===== src/rtl/pl_pkg.sv =====
package pl_pkg;
  localparam int POS_W  = 16;
  localparam int BYTE_W = POS_W / 2;

  typedef enum logic [1:0] {
    RES_10 = 2'b00,
    RES_12 = 2'b01,
    RES_14 = 2'b10,
    RES_16 = 2'b11
  } res_e;

  // keep the top (10 + 2*sel) bits, clear the rest
  function automatic logic [POS_W-1:0] res_mask(logic [1:0] sel);
    int unsigned drop;
    drop = POS_W - (10 + 2 * int'(sel));
    return {POS_W{1'b1}} << drop;
  endfunction
endpackage


===== src/rtl/pl_sync.sv =====
module pl_sync #(
  parameter int   STAGES  = 2,
  parameter logic RST_VAL = 1'b1
) (
  input  logic clk_i,
  input  logic rst_ni,
  input  logic d_i,
  output logic q_o
);
  logic [STAGES-1:0] sr_q;

  generate
    if (STAGES == 1) begin : g_one
      always_ff @(posedge clk_i or negedge rst_ni)
        if (!rst_ni) sr_q <= RST_VAL;
        else         sr_q <= d_i;
    end else begin : g_chain
      always_ff @(posedge clk_i or negedge rst_ni)
        if (!rst_ni) sr_q <= {STAGES{RST_VAL}};
        else         sr_q <= {sr_q[STAGES-2:0], d_i};
    end
  endgenerate

  assign q_o = sr_q[STAGES-1];
endmodule


===== src/rtl/pl_pulse.sv =====
module pl_pulse #(
  parameter int WIDTH = 4
) (
  input  logic clk_i,
  input  logic rst_ni,
  input  logic start_i,
  output logic busy_o
);
  localparam int CW = $clog2(WIDTH + 1);
  localparam logic [CW-1:0] LOAD = CW'(WIDTH);

  logic [CW-1:0] cnt_q;

  // retriggerable: a new start reloads the full width
  always_ff @(posedge clk_i or negedge rst_ni)
    if (!rst_ni)            cnt_q <= '0;
    else if (start_i)       cnt_q <= LOAD;
    else if (cnt_q != '0)   cnt_q <= cnt_q - 1'b1;

  assign busy_o = (cnt_q != '0);
endmodule


===== src/rtl/pl_valid_tmr.sv =====
module pl_valid_tmr #(
  parameter int DELAY = 6
) (
  input  logic clk_i,
  input  logic rst_ni,
  input  logic inh_act_i,
  input  logic fall_i,
  output logic valid_o
);
  localparam int TW = $clog2(DELAY + 1);
  localparam logic [TW-1:0] LOAD = TW'(DELAY);

  logic [TW-1:0] tmr_q;

  always_ff @(posedge clk_i or negedge rst_ni)
    if (!rst_ni)            tmr_q <= '0;
    else if (fall_i)        tmr_q <= LOAD;
    else if (tmr_q != '0)   tmr_q <= tmr_q - 1'b1;

  assign valid_o = inh_act_i && !fall_i && (tmr_q == '0);
endmodule


===== src/rtl/pl_steer.sv =====
module pl_steer
  import pl_pkg::*;
(
  input  logic [POS_W-1:0]  word_i,
  input  logic              byte_hi_i,
  input  logic              oe_ni,
  output logic [BYTE_W-1:0] lane_a_o,
  output logic [BYTE_W-1:0] lane_b_o,
  output logic              lane_oe_o
);
  logic [BYTE_W-1:0] hi_b, lo_b;

  assign hi_b = word_i[POS_W-1:BYTE_W];
  assign lo_b = word_i[BYTE_W-1:0];

  always_comb begin
    lane_oe_o = !oe_ni;
    lane_a_o  = '0;
    lane_b_o  = '0;
    if (!oe_ni) begin
      lane_a_o = byte_hi_i ? hi_b : lo_b;
      lane_b_o = lo_b;
    end
  end
endmodule


===== src/rtl/pos_latch_if.sv =====
module pos_latch_if
  import pl_pkg::*;
#(
  parameter int BUSY_CYC    = 4,
  parameter int VALID_CYC   = 6,
  parameter int SYNC_STAGES = 2
) (
  input  logic              clk_i,
  input  logic              rst_ni,
  input  logic [POS_W-1:0]  pos_i,
  input  logic              step_i,
  input  logic              inhibit_ni,
  input  logic [1:0]        res_sel_i,
  input  logic              oe_ni,
  input  logic              byte_hi_i,
  output logic [BYTE_W-1:0] lane_a_o,
  output logic [BYTE_W-1:0] lane_b_o,
  output logic              lane_oe_o,
  output logic              busy_o,
  output logic              valid_o
);
  logic             inh_s;   // synchronised, 1 = transfers allowed
  logic             inh_d;
  logic             inh_rise, inh_fall;
  logic             load;
  logic [POS_W-1:0] latch_q;

  pl_sync #(.STAGES(SYNC_STAGES), .RST_VAL(1'b1)) i_sync (
    .clk_i (clk_i),
    .rst_ni(rst_ni),
    .d_i   (inhibit_ni),
    .q_o   (inh_s)
  );

  always_ff @(posedge clk_i or negedge rst_ni)
    if (!rst_ni) inh_d <= 1'b1;
    else         inh_d <= inh_s;

  assign inh_rise = inh_s && !inh_d;
  assign inh_fall = !inh_s && inh_d;
  assign load     = inh_s && (step_i || inh_rise);

  always_ff @(posedge clk_i or negedge rst_ni)
    if (!rst_ni)   latch_q <= '0;
    else if (load) latch_q <= pos_i & res_mask(res_sel_i);

  pl_pulse #(.WIDTH(BUSY_CYC)) i_pulse (
    .clk_i  (clk_i),
    .rst_ni (rst_ni),
    .start_i(step_i || inh_rise),
    .busy_o (busy_o)
  );

  pl_valid_tmr #(.DELAY(VALID_CYC)) i_vtmr (
    .clk_i    (clk_i),
    .rst_ni   (rst_ni),
    .inh_act_i(!inh_s),
    .fall_i   (inh_fall),
    .valid_o  (valid_o)
  );

  pl_steer i_steer (
    .word_i   (latch_q),
    .byte_hi_i(byte_hi_i),
    .oe_ni    (oe_ni),
    .lane_a_o (lane_a_o),
    .lane_b_o (lane_b_o),
    .lane_oe_o(lane_oe_o)
  );
endmodule


===== config.mk =====
export PLATFORM = sky130hd
export DESIGN_NAME = pos_latch_if
export DESIGN_NICKNAME = d
export VERILOG_FILES = /design/src/rtl/pl_pkg.sv /design/src/rtl/pl_sync.sv /design/src/rtl/pl_pulse.sv /design/src/rtl/pl_valid_tmr.sv /design/src/rtl/pl_steer.sv /design/src/rtl/pos_latch_if.sv
export SDC_FILE = /design/constraint.sdc
export NUM_CORES = 1
export LEC_CHECK = 0
export ABC_AREA = 1
export BUFFER_PORTS_ARGS = -buffer_cell sky130_fd_sc_hd__buf_2
export CAP_MARGIN = 20
export CELL_PAD_IN_SITES_DETAIL_PLACEMENT = 1
export CELL_PAD_IN_SITES_GLOBAL_PLACEMENT = 2
export CORE_ASPECT_RATIO = 0.8
export CORE_MARGIN = 1
export CORE_UTILIZATION = 24
export CTS_CLUSTER_DIAMETER = 50
export DETAILED_ROUTE_END_ITERATION = 8
export GPL_ROUTABILITY_DRIVEN = 0
export GPL_TIMING_DRIVEN = 0
export HOLD_SLACK_MARGIN = 0.02
export PLACE_DENSITY = 0.73
export SLEW_MARGIN = 40
export SYNTH_ARGS = -nofsm -noshare
export SYNTH_HDL_FRONTEND = slang
export SYNTH_SLANG_ARGS = --single-unit
export TNS_END_PERCENT = 20

===== constraint.sdc =====
create_clock -name clk_i -period 1.2 [get_ports clk_i]
set_input_delay 0.12 -clock clk_i [delete_from_list [all_inputs] [get_ports clk_i]]
set_output_delay 0.12 -clock clk_i [all_outputs]
set_load 0.005 [all_outputs]

==> results of run 1 <==
power groups by stage:
stage / registers, mW / clock network, mW / logic, mW
2_1_floorplan: 1.05 / 0 / 0.392
3_3_place_gp: 1.06 / 0 / 0.574
3_5_place_dp: 1.07 / 0 / 0.582
4_1_cts: 1.06 / 0.517 / 0.820
5_1_grt: 1.07 / 0.559 / 1.05
6_report: 1.06 / 0.495 / 0.917
worst min-delay path by stage:
stage | endpoint | slack (ns)
after CTS | latch_q[6] | 0.04
after global routing | latch_q[14] | 0.04
final | latch_q[15] | 0.04
after global placement | latch_q[6] | 0.14
after detailed placement | latch_q[6] | 0.15
after floorplan | i_pulse.cnt_q[0] | -0.18
registers in the layout, indices dropped and copies added, names as in the netlist:
signal	flops
i_pulse.cnt_q	3
i_sync.sr_q	2
i_vtmr.tmr_q	3
inh_d	1
latch_q	16
placed cells by master (no fill, tap or decap), drive strengths merged:
cell type and count:
nand2 63, nor3 1, a21oi 10, or2 1, inv 29, dlygate4sd3 2, buf 63, o211ai 1
nor2 15, dfrtp 22, o21ai 10, ha 4, clkbuf 5, dfstp 3, nand3 6
layout make-up:
cell class	instances	share of cell area [%]
Sequential cell	25	33.65
Buffer	4	2.074
Timing Repair Buffer	62	21.00
Tap cell	62	4.147
Multi-Input combinational cell	111	30.90
Clock buffer	4	2.408
Inverter	29	5.819
Yosys cell counts:
| cell type | number |
|---|---|
| nor3_1 | 1 |
| a21oi_1 | 9 |
| nand2_2 | 1 |
| or2_2 | 1 |
| inv_1 | 28 |
| dfrtp_1 | 22 |
| buf_2 | 2 |
| o21ai_0 | 9 |
| nor2_1 | 15 |
| buf_6 | 1 |
| ha_1 | 4 |
| buf_4 | 1 |
| o21ai_4 | 1 |
| dfstp_2 | 3 |
| inv_2 | 1 |
| nand2_1 | 62 |
| a21oi_4 | 1 |
| o211ai_1 | 1 |
| nand3_1 | 6 |
kinds of logic (layout without fill, tap and decap cells):
family	Yosys count	after routing	share of synthesized area, %
and+or+nand+nor	86	86	26.22
buffers and inverters	33	99	10.72
DFF	25	25	49.03
AOI/OAI and AO/OA	21	21	10.14
adders and majority gates	4	4	3.899
routing by layer:
| metal | track usage (%) | vias to the layer above | share of wire [%] |
|---|---|---|---|
| met2 | 22.15 | 18 | 51 |
| li1 | - | 638 | - |
| met5 | 0 | - | 0 |
| met4 | 2.542 | 0 | 0 |
| met1 | 17.36 | 584 | 47 |
| met3 | 2.200 | 0 | 2.3 |
per-stage QoR:
step / power (mW) / TNS (ns) / hold slack, ns
after global placement: 1.635 / -1.028 / 0.1444
after detailed placement: 1.649 / -1.074 / 0.1531
after floorplan: 1.438 / 0 / -0.1756
after global routing: 2.683 / -0.9637 / 0.04366
final: 2.471 / -0.1445 / 0.04481
after CTS: 2.394 / -0.1501 / 0.03911
worst min-delay path, stage by stage:
cell     delay (ns)
buf_2          0.08
nand2_1        0.04
nand2_1        0.04
repair_timing:
item                                   4_1_cts  5_1_grt
setup endpoints to repair                   15       24
setup buffers                               13        4
hold buffers                                 2        0
pin swaps                                    5        5
resized for setup                           16       18
gates cloned                                 0        2
endpoints found under the hold margin       23        0
==> results.sh, run 1 <==
export IMPL_port_buffers=41
export IMPL_place_ws_ns=-0.1151
export IMPL_grt_overflow=0
export IMPL_antenna_cells=0
export IMPL_critical_path_top_delay_family="flip-flops"
export IMPL_drtIter0Drc=46
export IMPL_holdCritPathClass="in -> reg"
export IMPL_tritoncts="yes"
export IMPL_synth_area_mm2=0.001284
export IMPL_finalNonFillerCells=297
export IMPL_pwr_share_seq_pct=42.9
export IMPL_wl_per_cell_um=12.09
export IMPL_layout_min_cycle_time_ns=1.298
export IMPL_die_area_mm2=0.005647
export IMPL_rows=23
export IMPL_cp_end_kind="output port"
export IMPL_final_cell_area_mm2=0.001871
export IMPL_die_x_um=83.77
export IMPL_hpwlAfterDp_mm=2.440
export IMPL_drtPass1Iterations=4
export IMPL_violations="setup timing"
export IMPL_htree_levels=1
export IMPL_yosysWarnings=0
export IMPL_hp_start="pos_i[15]"
export IMPL_cts_sinks=25
export IMPL_power_switching_uw=791.3
export IMPL_power_density_mw_per_mm2=1321
export IMPL_syn_inst=169
export IMPL_r2r_cells=5
export IMPL_clockBufferDepth=2
export IMPL_finalSetupViolCount=6
export IMPL_crit_path_max_incr_delay_ns=0.40
export IMPL_coreArea_mm2=0.005065
export IMPL_num_vias=1240
export IMPL_slew_violations=0
export IMPL_cpMaxStageDelayCell="dfrtp_1"
export IMPL_power_frac_comb_pct=37.1
export IMPL_synth_seq_cells=25
export IMPL_fin_nets=264
export IMPL_clkPwrFrac_pct=20.0
export IMPL_cp_max_fo=2
export IMPL_syn_avg_cell_area_um2=7.596
export IMPL_fin_ws_ns=-0.09769
export IMPL_status="finished, violations left"
export IMPL_ios=43
export IMPL_hold_violations=0
export IMPL_clock_fmax_ghz=0.7706
export IMPL_max_vdd_ir_drop_mv=0.6033
export IMPL_dpl_cell_area_mm2=0.001567
export IMPL_worstSetupPathType="reg -> out"
export IMPL_rr_startpoint="inh_d"
export IMPL_path_clk_slew_ns=0.08
export IMPL_min_path_cells=3
export IMPL_power_leakage_nw=1.076
export IMPL_start_kind="flip-flop"
export IMPL_ys_types=19
export IMPL_antenna_found_initial=0
export IMPL_path_cells="inv_2 > ha_4 > nand2_4 > nor3_4 > buf_2"
export IMPL_final_core_utilization_pct=36.93
export IMPL_dp_cells=272
export IMPL_path_depth=5
export IMPL_rsz0062_at_grt="yes"
export IMPL_synth_fp_nets=197
export IMPL_r2r_end="latch_q[6]"
export IMPL_clk_latency_ns=0.26
export IMPL_timing_slew_headroom_pct=61.86
export IMPL_seq_area_um2=629.4
export IMPL_yosysTopAreaCell="dfrtp_1"
export IMPL_grt_pass1_wl_mm=5.727
export IMPL_root_buffer="clkbuf_8"
export IMPL_cp_required_ns=1.08
export IMPL_crit_end="valid_o"
export IMPL_power_internal_mw=1.679
export IMPL_grtUsageTotal_pct=12.89
export IMPL_cp_buffers_inverters=2
export IMPL_fin_crit_sh_pct=108.1
export IMPL_cts_made_buffers=3
export IMPL_grt_pass1_vias=1206
export IMPL_drive_above_1_share_pct=37.87
export IMPL_nFillCells=658
export IMPL_synth_area_leaders="dfrtp_1, nand2_1, inv_1"
export IMPL_ant_nets=0
export IMPL_via_per_inst=4.175
export IMPL_area_delta_synth_final_pct=45.71
export IMPL_cp_data_arrival_time_ns=1.18
export IMPL_grt_max_degree=26
export IMPL_routed_wirelength_mm=3.592
export IMPL_maxCapViolCount=0
export IMPL_critical_path_startpoint="i_vtmr.tmr_q[1]"
export IMPL_rrSetupSlack_ns=-0.01
export IMPL_finClkSkew_ns=0.001141
export IMPL_yosysTopAreaCellShare_pct=42.88
export IMPL_fp_dieH_um=67.42
export IMPL_start_util_pct=25.35
export IMPL_drcViolationCount=0
export IMPL_multiInputGateArea_um2=578.1
export IMPL_ys_seq_area_share_pct=49.03
export IMPL_p_sw_share_pct=32.03
export IMPL_worst_pin_slew_ns=0.5721
No activity file was read; power rests on OpenSTA's default activity.
==> inputs of run 2 (changes only) <==
Settings changed: SYNTH_HIERARCHICAL from default to 1.
==> run 2 against run 1 <==
- clock skew increased by 0.0034 ns
- flip-flop and latch count unchanged
- core utilization decreased by 2.2 points
- critical path depth is 1 higher
- the run still ends with setup timing left
- highest routed layer is now met4
==> results.sh, run 2 <==
export IMPL_synthMuxAreaShare_pct=0
export IMPL_power_density_mw_per_mm2=1297
export IMPL_synth_xor_area_share_pct=0
export IMPL_rsz0062_at_grt="yes"
export IMPL_fin_ws_ns=-0.1291
export IMPL_top_regs="latch_q: 16 flops, i_pulse/cnt_q: 3 flops, i_vtmr/tmr_q: 3 flops"
export IMPL_drive_above_1_share_pct=34.77
export IMPL_rows=24
export IMPL_synthFlopType="dfrtp_1"
export IMPL_grt_overflow=0
export IMPL_synth_area_mm2=0.001388
export IMPL_clkPwrFrac_pct=20.3
export IMPL_power_switching_uw=830.4
export IMPL_yosysWarnings=6
export IMPL_grt_max_degree=26
export IMPL_routed_wirelength_mm=3.653
export IMPL_grtUsageTotal_pct=13.21
export IMPL_finalNonFillerCells=334
export IMPL_tritoncts="yes"
export IMPL_final_common_cell="nand2_1"
export IMPL_violations="setup timing"
export IMPL_antenna_cells=0
export IMPL_status="finished, violations left"
export IMPL_grt_pass1_wl_mm=6.216
export IMPL_clockBufferDepth=2
export IMPL_drtPass1Iterations=4
export IMPL_p_sw_share_pct=33.56
export IMPL_wl_per_cell_um=10.94
export IMPL_regMostFlops="latch_q"
export IMPL_postSynth_asyncResetShare_pct=100.0
export IMPL_finalSetupViolCount=15
export IMPL_worstSetupPathType="reg -> out"
export IMPL_ys_seq_area_share_pct=45.36
export IMPL_die_x_um=87.01
export IMPL_dpl_cell_area_mm2=0.001685
export IMPL_worst_pin_slew_ns=0.5988
export IMPL_finClkSkew_ns=0.004499
export IMPL_timing_slew_headroom_pct=60.08
export IMPL_yosysTopAreaCell="dfrtp_1"
export IMPL_cp_end_kind="output port"
export IMPL_synth_adder_area_share_pct=3.607
export IMPL_cp_data_arrival_time_ns=1.21
export IMPL_htree_levels=1
export IMPL_power_frac_comb_pct=36.4
export IMPL_synth_compound_area_share_pct=2.705
export IMPL_syn_avg_cell_area_um2=7.079
export IMPL_power_leakage_nw=1.113
export IMPL_via_per_inst=3.919
export IMPL_synth_seq_cells=25
export IMPL_cts_made_buffers=3
export IMPL_drtIter0Drc=41
export IMPL_largest_reg_flops=16
export IMPL_dp_cells=314
export IMPL_ant_nets=0
export IMPL_holdCritPathClass="in -> reg"
export IMPL_clk_latency_ns=0.27
export IMPL_hpwlAfterDp_mm=2.609
export IMPL_final_cell_area_mm2=0.001908
export IMPL_path_clk_slew_ns=0.09
export IMPL_coreArea_mm2=0.005495
export IMPL_synth_most_common_cell="nand2_1"
export IMPL_nFillCells=724
export IMPL_drcViolationCount=0
export IMPL_antenna_found_initial=0
export IMPL_cp_max_fo=2
export IMPL_clock_fmax_ghz=0.7524
export IMPL_hold_violations=0
export IMPL_final_core_utilization_pct=34.72
export IMPL_pwr_share_seq_pct=43.3
export IMPL_synth_fp_nets=224
export IMPL_ios=43
export IMPL_area_delta_synth_final_pct=37.51
export IMPL_cp_required_ns=1.08
export IMPL_slew_violations=0
export IMPL_synth_area_leaders="dfrtp_1, nand2_1, nor2_1"
export IMPL_mostFrequentLayoutCells="nand2_1, buf_2, nor2_1"
export IMPL_layout_min_cycle_time_ns=1.329
export IMPL_num_vias=1309
export IMPL_maxCapViolCount=0
export IMPL_tns_ns=-1.489
export IMPL_port_buffers=40
export IMPL_synthSimpleGateAreaFrac_pct=34.99
export IMPL_syn_inst=196
export IMPL_start_util_pct=25.25
export IMPL_power_internal_mw=1.644
export IMPL_synth_common_cells="nand2_1, nor2_1, inv_1"
export IMPL_yosysTopAreaCellShare_pct=39.68
export IMPL_grt_pass1_vias=1326
export IMPL_fin_nets=285
export IMPL_synth_top_family_by_area="simple AND/OR/NAND/NOR gates"
export IMPL_cts_sinks=25
export IMPL_ys_types=16
export IMPL_root_buffer="clkbuf_8"
export IMPL_fin_crit_sh_pct=110.8
export IMPL_start_kind="flip-flop"
export IMPL_synth_edf_count=0
export IMPL_max_vdd_ir_drop_mv=0.5267
export IMPL_fp_dieH_um=70.01
export IMPL_die_area_mm2=0.006092
-- run 2: cell types whose count changed in the layout (fill, tap and decap cells not counted), moves of 2 or more --
cell     previous run  this run
buf_4              17        14
nand4_1             0         3
nor2_1             15        33
o21ai_1             9         0
a21oi_1             9         0
inv_1              23        25
nor2_2              0         3
inv_2               6        11
nand2_2             5         3
nand2_1            56        74
-- run 2: metrics by stage --
step / total power [mW] / hold slack (ns) / setup WS (ns)
after floorplan: 1.516 / -0.1756 / 0.05607
after global placement: 1.731 / 0.1679 / -0.06768
after detailed placement: 1.746 / 0.1625 / -0.1019
after CTS: 2.392 / 0.03613 / -0.1409
after global routing: 2.690 / 0.05182 / -0.1978
final: 2.474 / 0.04282 / -0.1291
-- run 2: cells by family after synthesis --
family	after synthesis
adders and majority gates	4
and+or+nand+nor	123
DFF	25
AOI/OAI and AO/OA	3
buffers and inverters	41
-- run 2: path summary, 6_finish.rpt --
check	start	endpoint	slack [ns]	cells past startpoint
worst max register to register	inh_d	latch_q[11]	-0.12	6
min in group asynchronous	rst_ni	i_vtmr/tmr_q[0]	0.39	2
worst min register to register	i_sync/sr_q[0]	i_sync/sr_q[1]	0.36	0
worst max-delay path	inh_d	valid_o	-0.13	6
worst min-delay path	pos_i[7]	latch_q[7]	0.04	3
max in group asynchronous	rst_ni	latch_q[5]	0.42	2
-- run 2: power by group through the flow --
| stage | clock (mW) | combinational, mW | sequential (mW) |
|---|---|---|---|
| after global placement | 0 | 0.653 | 1.08 |
| after detailed placement | 0 | 0.668 | 1.08 |
| after global routing | 0.561 | 1.04 | 1.09 |
| final | 0.501 | 0.901 | 1.07 |
| after CTS | 0.539 | 0.782 | 1.07 |
| after floorplan | 0 | 0.458 | 1.06 |
-- run 2: worst max-delay path, stage by stage (launching register included) --
cell and delay [ns]:
dfstp_2 0.56, inv_2 0.05, nor2_4 0.10, inv_2 0.05, nand2_2 0.05, nor2_1 0.03, buf_2 0.11
-- run 2: per-layer routing --
| layer | up-vias | part of all wire [%] | track usage [%] | routed length [µm] |
|---|---|---|---|---|
| met4 | 0 | 0.74 | 2.778 | 27 |
| met1 | 598 | 51 | 18.90 | 1871 |
| met3 | 2 | 3.4 | 2.246 | 124 |
| met5 | - | 0 | 0 | 0 |
| li1 | 687 | - | - | - |
| met2 | 22 | 45 | 20.82 | 1629 |
-- run 2: timing repair --
| item | CTS | global route |
|---|---|---|
| setup endpoints to repair | 14 | 23 |
| hold buffers | 2 | 0 |
| endpoints found under the hold margin | 23 | 0 |
| pin swaps | 5 | 6 |
| buffers inserted | 8 | 6 |
| resized for setup | 12 | 7 |
-- run 2: area by class of cell --
cell class / count / area, µm² / area share (%)
plain buffers: 5 / 53.80 / 2.820
repair buffers: 56 / 325.3 / 17.05
clock buffers: 4 / 45.04 / 2.361
inverters: 36 / 135.1 / 7.082
multi-input cells: 130 / 621.8 / 32.59
flip-flops and latches: 25 / 629.4 / 32.98
well taps: 78 / 97.59 / 5.115
==> inputs of run 3 (changes only) <==
Settings changed: BUFFER_PORTS_ARGS -buffer_cell sky130_fd_sc_hd__buf_2 to default, CORE_UTILIZATION 24 to 30, DONT_BUFFER_PORTS from default to 1.
==> run 3 against run 2 <==
- critical path depth fell by 1
- flip-flop and latch count is the same
- the run still ends with setup timing left
- first-iteration DRC count down 34%
- cell area shrank 8.1%
- die area decreased by 20%
- clock power rose by 1%
- global-route usage increased by 3.2 points
- count of clock-buffer cells in the layout unchanged
- register-to-register slack better by 0.09 ns
==> results.sh, run 3 (synthesized netlist as in run 2, its figures left out) <==
export IMPL_status="finished, violations left"
export IMPL_violations="setup timing"
export IMPL_power_internal_mw=1.561
export IMPL_fin_ws_ns=-0.05036
export IMPL_path_clk_slew_ns=0.09
export IMPL_tns_ns=-0.1212
export IMPL_fp_dieH_um=62.83
export IMPL_drcViolationCount=0
export IMPL_power_density_mw_per_mm2=1352
export IMPL_largest_reg_flops=16
export IMPL_antenna_cells=0
export IMPL_topRoutingLayerUsed="met4"
export IMPL_finClkSkew_ns=0.001556
export IMPL_cp_max_fo=2
export IMPL_power_switching_uw=811.4
export IMPL_holdWs_ns=0.04472
export IMPL_area_delta_synth_final_pct=26.42
export IMPL_htree_levels=1
export IMPL_nFillCells=569
export IMPL_start_kind="flip-flop"
export IMPL_hpwlAfterDp_mm=2.554
export IMPL_wl_met3_um=167
export IMPL_routed_wirelength_mm=3.726
export IMPL_root_buffer="clkbuf_8"
export IMPL_num_vias=1229
export IMPL_layout_min_cycle_time_ns=1.250
export IMPL_tritoncts="yes"
export IMPL_die_area_mm2=0.004903
export IMPL_power_frac_comb_pct=33.2
export IMPL_clkPwrFrac_pct=21.3
export IMPL_fin_nets=251
export IMPL_die_x_um=78.04
export IMPL_hold_violations=0
export IMPL_mostFrequentLayoutCells="nand2_1, nor2_1, inv_1"
export IMPL_cp_data_arrival_time_ns=1.13
export IMPL_fin_crit_sh_pct=104.2
export IMPL_drtIter0Drc=27
export IMPL_ios=43
export IMPL_regMostFlops="latch_q"
export IMPL_drive_above_1_share_pct=19.37
export IMPL_route_met2_wl_mm=1.786
export IMPL_slew_violations=0
export IMPL_timing_slew_headroom_pct=85.66
export IMPL_cts_made_buffers=3
export IMPL_via_per_inst=4.405
export IMPL_worstSetupPathType="reg -> out"
export IMPL_power_leakage_nw=0.9571
export IMPL_start_util_pct=32.20
export IMPL_clockBufferDepth=2
export IMPL_grt_overflow=0
export IMPL_ant_nets=0
export IMPL_pwr_share_seq_pct=45.4
export IMPL_antenna_found_initial=0
export IMPL_coreArea_mm2=0.004309
export IMPL_cp_required_ns=1.08
export IMPL_wl_per_cell_um=13.35
export IMPL_grt_pass1_wl_mm=6.265
export IMPL_grtUsageTotal_pct=16.43
export IMPL_max_vdd_ir_drop_mv=0.6456
export IMPL_port_buffers=0
export IMPL_clock_fmax_ghz=0.7998
export IMPL_drtPass1Iterations=3
export IMPL_met1_length_mm=1.756
export IMPL_grt_max_degree=26
export IMPL_rsz0062_at_grt="yes"
export IMPL_holdCritPathClass="in -> reg"
export IMPL_maxCapViolCount=0
export IMPL_p_sw_share_pct=34.20
export IMPL_clk_latency_ns=0.27
export IMPL_top_regs="latch_q: 16 flops, i_pulse/cnt_q: 3 flops, i_vtmr/tmr_q: 3 flops"
export IMPL_cts_sinks=25
export IMPL_final_common_cell="nand2_1"
export IMPL_rows=21
export IMPL_worst_pin_slew_ns=0.2142
export IMPL_grt_pass1_vias=1311
export IMPL_cp_end_kind="output port"
export IMPL_finalSetupViolCount=6
run 3: changes by cell type in the layout (fill, tap and decap cells not counted), sizes merged:
cell and delta:
dlygate4sd3 +10, buf -44
run 3: what timing repair did:
action / 4_1_cts / 5_1_grt
endpoints found under the setup margin: 14 / 19
gates resized for setup: 9 / 7
endpoints found under the hold margin: 36 / 0
cloned: 0 / 0
buffers inserted: 4 / 5
pin swaps: 2 / 3
hold buffers: 13 / 0
run 3: critical path: stages, from the launching register on:
cell and delay, ns:
dfstp_2 0.56, inv_4 0.05, nor2_4 0.11, inv_2 0.05, nand2_2 0.05, nor2_2 0.04
run 3: final timing paths:
kind	from	end	slack, ns	cells after the start
hold / removal	pos_i[0]	latch_q[0]	0.04	4
max in group asynchronous	rst_ni	i_sync/sr_q[0]	0.70	2
setup / recovery	inh_d	valid_o	-0.05	5
min in group asynchronous	rst_ni	i_pulse/cnt_q[1]	0.27	2
setup reg to reg	i_sync/sr_q[1]	i_pulse/cnt_q[1]	-0.03	5
hold reg to reg	i_sync/sr_q[0]	i_sync/sr_q[1]	0.36	0
run 3: routing by layer:
metal	vias up	track usage (%)
li1	615	-
met1	587	20.33
met2	25	28.87
met3	2	4.526
met4	0	2.778
met5	-	0
run 3: final cells by class:
class / count / area (µm²) / share of cell area, %
sequential: 25 / 629.4 / 35.88
multi-input combinational: 130 / 613.1 / 34.95
timing repair buffer: 22 / 207.7 / 11.84
inverter: 36 / 137.6 / 7.846
tap: 57 / 71.32 / 4.066
buffer: 5 / 50.05 / 2.853
clock buffer: 4 / 45.04 / 2.568
run 3: stage by stage:
stage	power (mW)	instance area, µm²	setup slack (ns)	util [%]	cells
global placement	1.609	1459	-0.05801	33.86	253
floorplan	1.516	1388	0.05607	-	196
finish	2.372	1754	-0.05036	40.71	279
global route	2.552	1754	-0.1387	40.71	279
detailed placement	1.663	1459	-0.07418	33.86	253
CTS	2.323	1704	-0.06871	39.55	274
run 3: power by group through the flow:
stage	Clock (mW)	Sequential (mW)	Combinational [mW]
finish	0.506	1.08	0.789
global route	0.560	1.09	0.898
CTS	0.533	1.07	0.719
detailed placement	0	1.08	0.581
global placement	0	1.07	0.536
floorplan	0	1.06	0.458
